===== src/rtl/wdt_pkg.sv =====
package wdt_pkg;

    localparam int MAX_TICKS = 1024;
    localparam int CNT_W     = $clog2(MAX_TICKS) + 1;

    typedef struct packed {
        logic [2:0] tc;
        logic       sel_init;
        logic       s1_en;
        logic       s2_en;
        logic       s1_stat;
        logic       flag;
        logic       stage2;
        logic       nmi;
        logic       init;
    } ctl_t;

    function automatic logic [CNT_W-1:0] tc_ticks(input logic [2:0] code);
        logic [CNT_W-1:0] r;
        case (code)
            3'd0:    r = CNT_W'(1);
            3'd1:    r = CNT_W'(2);
            3'd2:    r = CNT_W'(4);
            3'd3:    r = CNT_W'(8);
            3'd4:    r = CNT_W'(32);
            3'd5:    r = CNT_W'(128);
            3'd6:    r = CNT_W'(512);
            default: r = CNT_W'(1024);
        endcase
        return r;
    endfunction

endpackage


===== src/rtl/wdt_prescaler.sv =====
module wdt_prescaler #(
    parameter int TICK_CLKS = 4
) (
    input  logic clk,
    input  logic por_n,
    input  logic clr,
    output logic tick
);
    generate
        if (TICK_CLKS <= 1) begin : g_direct
            assign tick = 1'b1;
        end else begin : g_count
            localparam int PW = $clog2(TICK_CLKS);
            localparam logic [PW-1:0] LAST = PW'(TICK_CLKS - 1);
            logic [PW-1:0] pre_d, pre_q;

            always_comb begin
                pre_d = pre_q;
                if (clr || pre_q == LAST) pre_d = '0;
                else                      pre_d = pre_q + 1'b1;
            end

            always_ff @(posedge clk or negedge por_n) begin
                if (!por_n) pre_q <= '0;
                else        pre_q <= pre_d;
            end

            assign tick = (pre_q == LAST);

            p_pre_range_r3: assert property (@(posedge clk) disable iff (!por_n)
                pre_q <= LAST);
        end
    endgenerate
endmodule


===== src/rtl/wdt_stage_ctr.sv =====
module wdt_stage_ctr
    import wdt_pkg::*;
(
    input  logic             clk,
    input  logic             por_n,
    input  logic             clr,
    input  logic             tick,
    input  logic [CNT_W-1:0] limit,
    output logic             at_last
);
    logic [CNT_W-1:0] cnt_d, cnt_q;

    always_comb begin
        cnt_d = cnt_q;
        if (clr)       cnt_d = '0;
        else if (tick) cnt_d = cnt_q + 1'b1;
    end

    always_ff @(posedge clk or negedge por_n) begin
        if (!por_n) cnt_q <= '0;
        else        cnt_q <= cnt_d;
    end

    assign at_last = (cnt_q == limit - 1'b1);

    p_cnt_range_r3: assert property (@(posedge clk) disable iff (!por_n)
        cnt_q < limit);
endmodule


===== src/rtl/wdt_rst_pulse.sv =====
module wdt_rst_pulse #(
    parameter int RST_CYCLES = 16
) (
    input  logic clk,
    input  logic por_n,
    input  logic clr,
    input  logic fire,
    output logic active
);
    localparam int RW = $clog2(RST_CYCLES + 1);
    logic [RW-1:0] rc_d, rc_q;

    always_comb begin
        rc_d = rc_q;
        if (clr)               rc_d = '0;
        else if (fire)         rc_d = RW'(RST_CYCLES);
        else if (rc_q != '0)   rc_d = rc_q - 1'b1;
    end

    always_ff @(posedge clk or negedge por_n) begin
        if (!por_n) rc_q <= '0;
        else        rc_q <= rc_d;
    end

    assign active = (rc_q != '0);

    p_len_bound_r8: assert property (@(posedge clk) disable iff (!por_n)
        rc_q <= RW'(RST_CYCLES));
    p_no_refire_r8: assert property (@(posedge clk) disable iff (!por_n)
        (active && !clr) |=> !$rose(rc_q == RW'(RST_CYCLES)));
endmodule


===== src/rtl/wdt_two_stage.sv =====
module wdt_two_stage
    import wdt_pkg::*;
#(
    parameter int TICK_CLKS  = 4,
    parameter int RST_CYCLES = 16
) (
    input  logic       clk,
    input  logic       por_n,
    input  logic       hrst_in,
    input  logic       wr_en,
    input  logic [7:0] wr_data,
    output logic [7:0] rd_data,
    input  logic       strobe,
    output logic       nmi_pulse,
    output logic       init_pulse,
    output logic       hard_rst_out
);
    ctl_t q, d;
    logic tick, at_last, busy;
    logic wr_ok, stb_ok, tc_chg, clr_s1, running, expire, restart, fire;
    logic wr_unused;

    assign wr_unused = wr_data[7];

    always_comb begin
        wr_ok   = wr_en && !busy;
        stb_ok  = strobe && !busy;
        tc_chg  = wr_ok && (wr_data[2:0] != q.tc);
        clr_s1  = wr_ok && !wr_data[6];
        running = (q.s1_en || q.s2_en) && !busy;
        expire  = running && tick && at_last && !stb_ok && !tc_chg && !clr_s1;
        fire    = expire && q.stage2 && q.s2_en && !hrst_in;
        restart = !running || stb_ok || tc_chg || clr_s1 || expire || hrst_in;

        d      = q;
        d.nmi  = 1'b0;
        d.init = 1'b0;
        if (wr_ok) begin
            d.tc       = wr_data[2:0];
            d.sel_init = wr_data[3];
            d.s1_en    = wr_data[4];
            d.s2_en    = wr_data[5];
            if (clr_s1) begin
                d.s1_stat = 1'b0;
                d.stage2  = 1'b0;
            end
        end
        if (stb_ok) d.stage2 = 1'b0;
        if (expire) begin
            if (!q.stage2) begin
                d.s1_stat = 1'b1;
                d.stage2  = 1'b1;
                d.nmi     = q.s1_en && !q.sel_init;
                d.init    = q.s1_en && q.sel_init;
            end else if (q.s2_en) begin
                d      = '0;
                d.flag = 1'b1;
            end
        end
        if (hrst_in) d = '0;
    end

    always_ff @(posedge clk or negedge por_n) begin
        if (!por_n) q <= '0;
        else        q <= d;
    end

    wdt_prescaler #(.TICK_CLKS(TICK_CLKS)) u_pre (
        .clk  (clk),
        .por_n(por_n),
        .clr  (restart),
        .tick (tick)
    );

    wdt_stage_ctr u_ctr (
        .clk    (clk),
        .por_n  (por_n),
        .clr    (restart),
        .tick   (tick),
        .limit  (tc_ticks(q.tc)),
        .at_last(at_last)
    );

    wdt_rst_pulse #(.RST_CYCLES(RST_CYCLES)) u_rst (
        .clk   (clk),
        .por_n (por_n),
        .clr   (hrst_in),
        .fire  (fire),
        .active(busy)
    );

    assign rd_data      = {q.flag, q.s1_stat, q.s2_en, q.s1_en, q.sel_init, q.tc};
    assign nmi_pulse    = q.nmi;
    assign init_pulse   = q.init;
    assign hard_rst_out = busy;

    p_one_kind_r4: assert property (@(posedge clk) disable iff (!por_n)
        $onehot0({nmi_pulse, init_pulse}));
    p_single_nmi_r4: assert property (@(posedge clk) disable iff (!por_n)
        nmi_pulse |=> !nmi_pulse);
    p_single_init_r4: assert property (@(posedge clk) disable iff (!por_n)
        init_pulse |=> !init_pulse);
    p_pulse_sets_stat_r6: assert property (@(posedge clk) disable iff (!por_n)
        (nmi_pulse || init_pulse) |-> rd_data[6]);
    p_rst_sets_flag_r8: assert property (@(posedge clk) disable iff (!por_n)
        hard_rst_out |-> (rd_data == 8'h80));
    p_flag_sticky_r9: assert property (@(posedge clk) disable iff (!por_n)
        (rd_data[7] && !hrst_in) |=> rd_data[7]);
    p_readback_r2: assert property (@(posedge clk) disable iff (!por_n)
        (wr_en && !hard_rst_out && !hrst_in && !fire) |=> (rd_data[5:0] == $past(wr_data[5:0])));
    p_busy_ignore_r12: assert property (@(posedge clk) disable iff (!por_n)
        (hard_rst_out && !hrst_in) |=> $stable(rd_data));
endmodule


===== config.mk =====
export PLATFORM = sky130hd
export DESIGN_NAME = wdt_two_stage
export DESIGN_NICKNAME = d
export VERILOG_FILES = /design/src/rtl/wdt_pkg.sv /design/src/rtl/wdt_prescaler.sv /design/src/rtl/wdt_stage_ctr.sv /design/src/rtl/wdt_rst_pulse.sv /design/src/rtl/wdt_two_stage.sv
export SDC_FILE = /design/constraint.sdc
export NUM_CORES = 1
export LEC_CHECK = 0
export BUFFER_PORTS_ARGS = -buffer_cell sky130_fd_sc_hd__buf_2
export CORE_MARGIN = 10
export CORE_UTILIZATION = 35
export CTS_CLUSTER_DIAMETER = 30
export CTS_CLUSTER_SIZE = 12
export DETAILED_ROUTE_END_ITERATION = 10
export SKIP_LAST_GASP = 1
export SLEW_MARGIN = 25
export SYNTH_ARGS = -nofsm -noshare
export SYNTH_HDL_FRONTEND = slang
export SYNTH_SLANG_ARGS = --single-unit
export TNS_END_PERCENT = 30

===== constraint.sdc =====
create_clock -name clk -period 3.8 [get_ports clk]
set_input_delay 0.57 -clock clk [delete_from_list [all_inputs] [get_ports clk]]
set_output_delay 0.57 -clock clk [all_outputs]
set_load 0.01 [all_outputs]

==> results.json <==
{
  "mostFrequentLayoutCell": "dfrtp_1",
  "hold_path_class": "in2async",
  "syn-cell-area_um2": 1760,
  "yosysTopAreaCellShare_pct": 41.2,
  "fp.coreArea_um2": 4820,
  "root_buffer": "clkbuf_8",
  "cts-hold-fix-buffers": 0,
  "grt_pass1_wl_mm": 6.74,
  "portBuffers": 22,
  "cts_tree": "yes",
  "rsz0062_at_grt": "false",
  "ir_worst_vdd_uv": 200,
  "crit_path_start_kind": "flip-flop",
  "worst_setup_path_end_kind": "flip-flop",
  "status": "finished clean",
  "fp.dieArea_um2": 8280,
  "ys.flop_type": "dfrtp_1",
  "ys_seq_area_share_pct": 41.2,
  "die_y_um": 91.0,
  "setup_tns_ns": 0,
  "finClkSkew_ns": 0.00794,
  "start_util_pct": 36.6,
  "area_growth_pct": 10.6,
  "grt-ovfl-total": 0,
  "n_antenna_cell": 0,
  "fmax_mhz": 342,
  "path_cells": "or3_1 > ha_1 > xor2_1 > a21o_1 > a2111oi_4 > a31o_1 > nor2_1",
  "criticalPathCategory": "reg2reg",
  "synth-edff-count": 0,
  "clk_transition_reported_paths_ns": 0.07,
  "synth_nets": 212,
  "antenna_left": 0,
  "maxCapViolCount": 0,
  "viasPerCell": 5.12,
  "yosysUniqueCellTypes": 43,
  "cts_made_buffers": 5,
  "drt-total-wl_mm": 3.81,
  "synthTopCellsByArea": "dfrtp_1 41%, nor2_1 4.5%, xnor2_1 4.5%",
  "p_leak_nw": 0.826,
  "finalCritPeriodShare_pct": 76.9,
  "syn_area_per_cell_um2": 9.04,
  "post-cts-setup-buffers": 0,
  "ys_ff_latch": 29,
  "first_pass_iters": 4,
  "cpPeakStageDelay_ns": 0.56,
  "htree_levels": 2,
  "yosys.area.top_type": "dfrtp_1",
  "grt_max_degree": 30,
  "finalHoldViolCount": 0,
  "hpwl_mm": 2.73,
  "wl_per_cell_um": 14.0,
  "antenna_found_initial": 0,
  "crit_arrival_ns": 3.06,
  "cp.required_ns": 3.94,
  "cts_resized": 0,
  "maxSlewViolCount": 0,
  "grt_pass1_vias": 1364,
  "fin_area_um2": 1950,
  "mostFrequentLayoutCells": "29 x dfrtp_1, 22 x buf_2, 21 x nor2_1, 15 x nand2_1",
  "drive_above_1_share_pct": 18.0,
  "period_minus_slack_ns": 2.92,
  "ios": 24,
  "tightest_slew_ns": 0.648,
  "relSlewSlack_pct": 56.8,
  "clk_latency_ns": 0.28,
  "cp_slowest_cell": "dfrtp_1",
  "synthCells": 195,
  "powerDensity_nw_per_um2": 534,
  "drc": 0,
  "final_nets": 221,
  "cts_sinks": 29,
  "dr_total_vias": 1392,
  "place_congestion": 0.757,
  "fp-row-count": 25,
  "die_w_um": 91.0,
  "postPlaceCellArea_um2": 1850,
  "setup_viol": 0,
  "synth-warning-count": 0,
  "nFillCells": 512,
  "clockBufferDepth": 2,
  "track_usage_pct": 9.71,
  "path_max_fanout": 17,
  "async_flop_share_pct": 100,
  "drtIter0Drc": 64
}
## state kept, by name (all words and copies together) (netlist names)
register,count
nmi_pulse,1
rd_data,8
u_ctr.cnt_q,11
u_pre.g_count.pre_q,2
init_pulse,1
q,1
u_rst.rc_q,5
## power breakdown
part	total [W]	internal, W	switching, W
registers	0.000390	0.000342	0.0000481
logic	0.000372	0.000155	0.000218
clock network	0.000278	0.000163	0.000115
## cell families (layout without fill, tap and decap cells)
group	after synthesis	in the layout	share of synthesized area, %
compound gates	27	27	11.4
xor+xnor	18	18	8.94
fa+ha+maj	4	4	2.84
buf+inv	28	38	8.09
flops	29	29	41.2
mux	1	1	0.568
simple gates	88	88	27.0
## metal layers
metal	global-route usage [%]	part of all wire [%]	up-vias
met5	0	0	-
met4	4.70	1.7	0
met3	2.88	4.2	4
met2	14.3	44	23
met1	12.7	50	665
li1	-	-	700
## cell usage after synthesis (3+ instances only)
library cell / instances
o21ai_0: 6
and3_1: 4
inv_1: 6
nand3b_1: 4
nor3b_1: 3
nor3_1: 7
dfrtp_1: 29
nand2_1: 15
xnor2_1: 9
xor2_1: 9
a21oi_1: 8
nor4_1: 5
clkbuf_1: 12
ha_1: 4
nand4_1: 9
nand3_1: 6
nor2_1: 21
buf_4: 8
## final cells by class
class | count | area, um2 | area share, %
multi-input cells | 138 | 895 | 45.9
clock buffers | 7 | 96.3 | 4.94
well taps | 67 | 83.8 | 4.30
clock inverters | 1 | 5.00 | 0.257
inverters | 7 | 26.3 | 1.35
repair buffers | 23 | 118 | 6.03
flip-flops and latches | 29 | 726 | 37.2
## critical path: cells and delay by family, from the launching register on
kind | cells | cell delay (ns)
AOI/OAI and AO/OA | 3 | 1.17
DFF | 1 | 0.56
and+or+nand+nor | 2 | 0.54
adders and majority gates | 1 | 0.31
xor gates and xnor gates | 1 | 0.20
## worst paths after layout
kind                                             startpoint                          endpoint  slack [ns]  cells past startpoint
max in group asynchronous                             por_n        u_ctr.cnt_q[9]$_DFFE_PN0P_        3.06                      1
setup reg to reg                       rd_data[2]$_DFF_PN0_        u_ctr.cnt_q[7]$_DFFE_PN0P_        0.88                      7
hold reg to reg            u_pre.g_count.pre_q[0]$_DFF_PN0_  u_pre.g_count.pre_q[0]$_DFF_PN0_        0.44                      1
setup / recovery                       rd_data[2]$_DFF_PN0_        u_ctr.cnt_q[7]$_DFFE_PN0P_        0.88                      7
min in group clk           u_pre.g_count.pre_q[0]$_DFF_PN0_  u_pre.g_count.pre_q[0]$_DFF_PN0_        0.44                      1
hold / removal                                        por_n              rd_data[0]$_DFF_PN0_        0.32                      1
## per-stage QoR
step                setup WS, ns  total power [W]  hold WS (ns)  cells  utilization [%]
floorplan                   1.04         0.000678         0.274    195                -
global placement           0.901         0.000764         0.434    264             38.4
detailed placement         0.865         0.000770         0.436    264             38.4
CTS                        0.842          0.00105         0.340    272             40.5
global route               0.652          0.00112         0.374    272             40.5
finish                     0.878          0.00104         0.319    272             40.5
(Power assumes the default switching activity.)
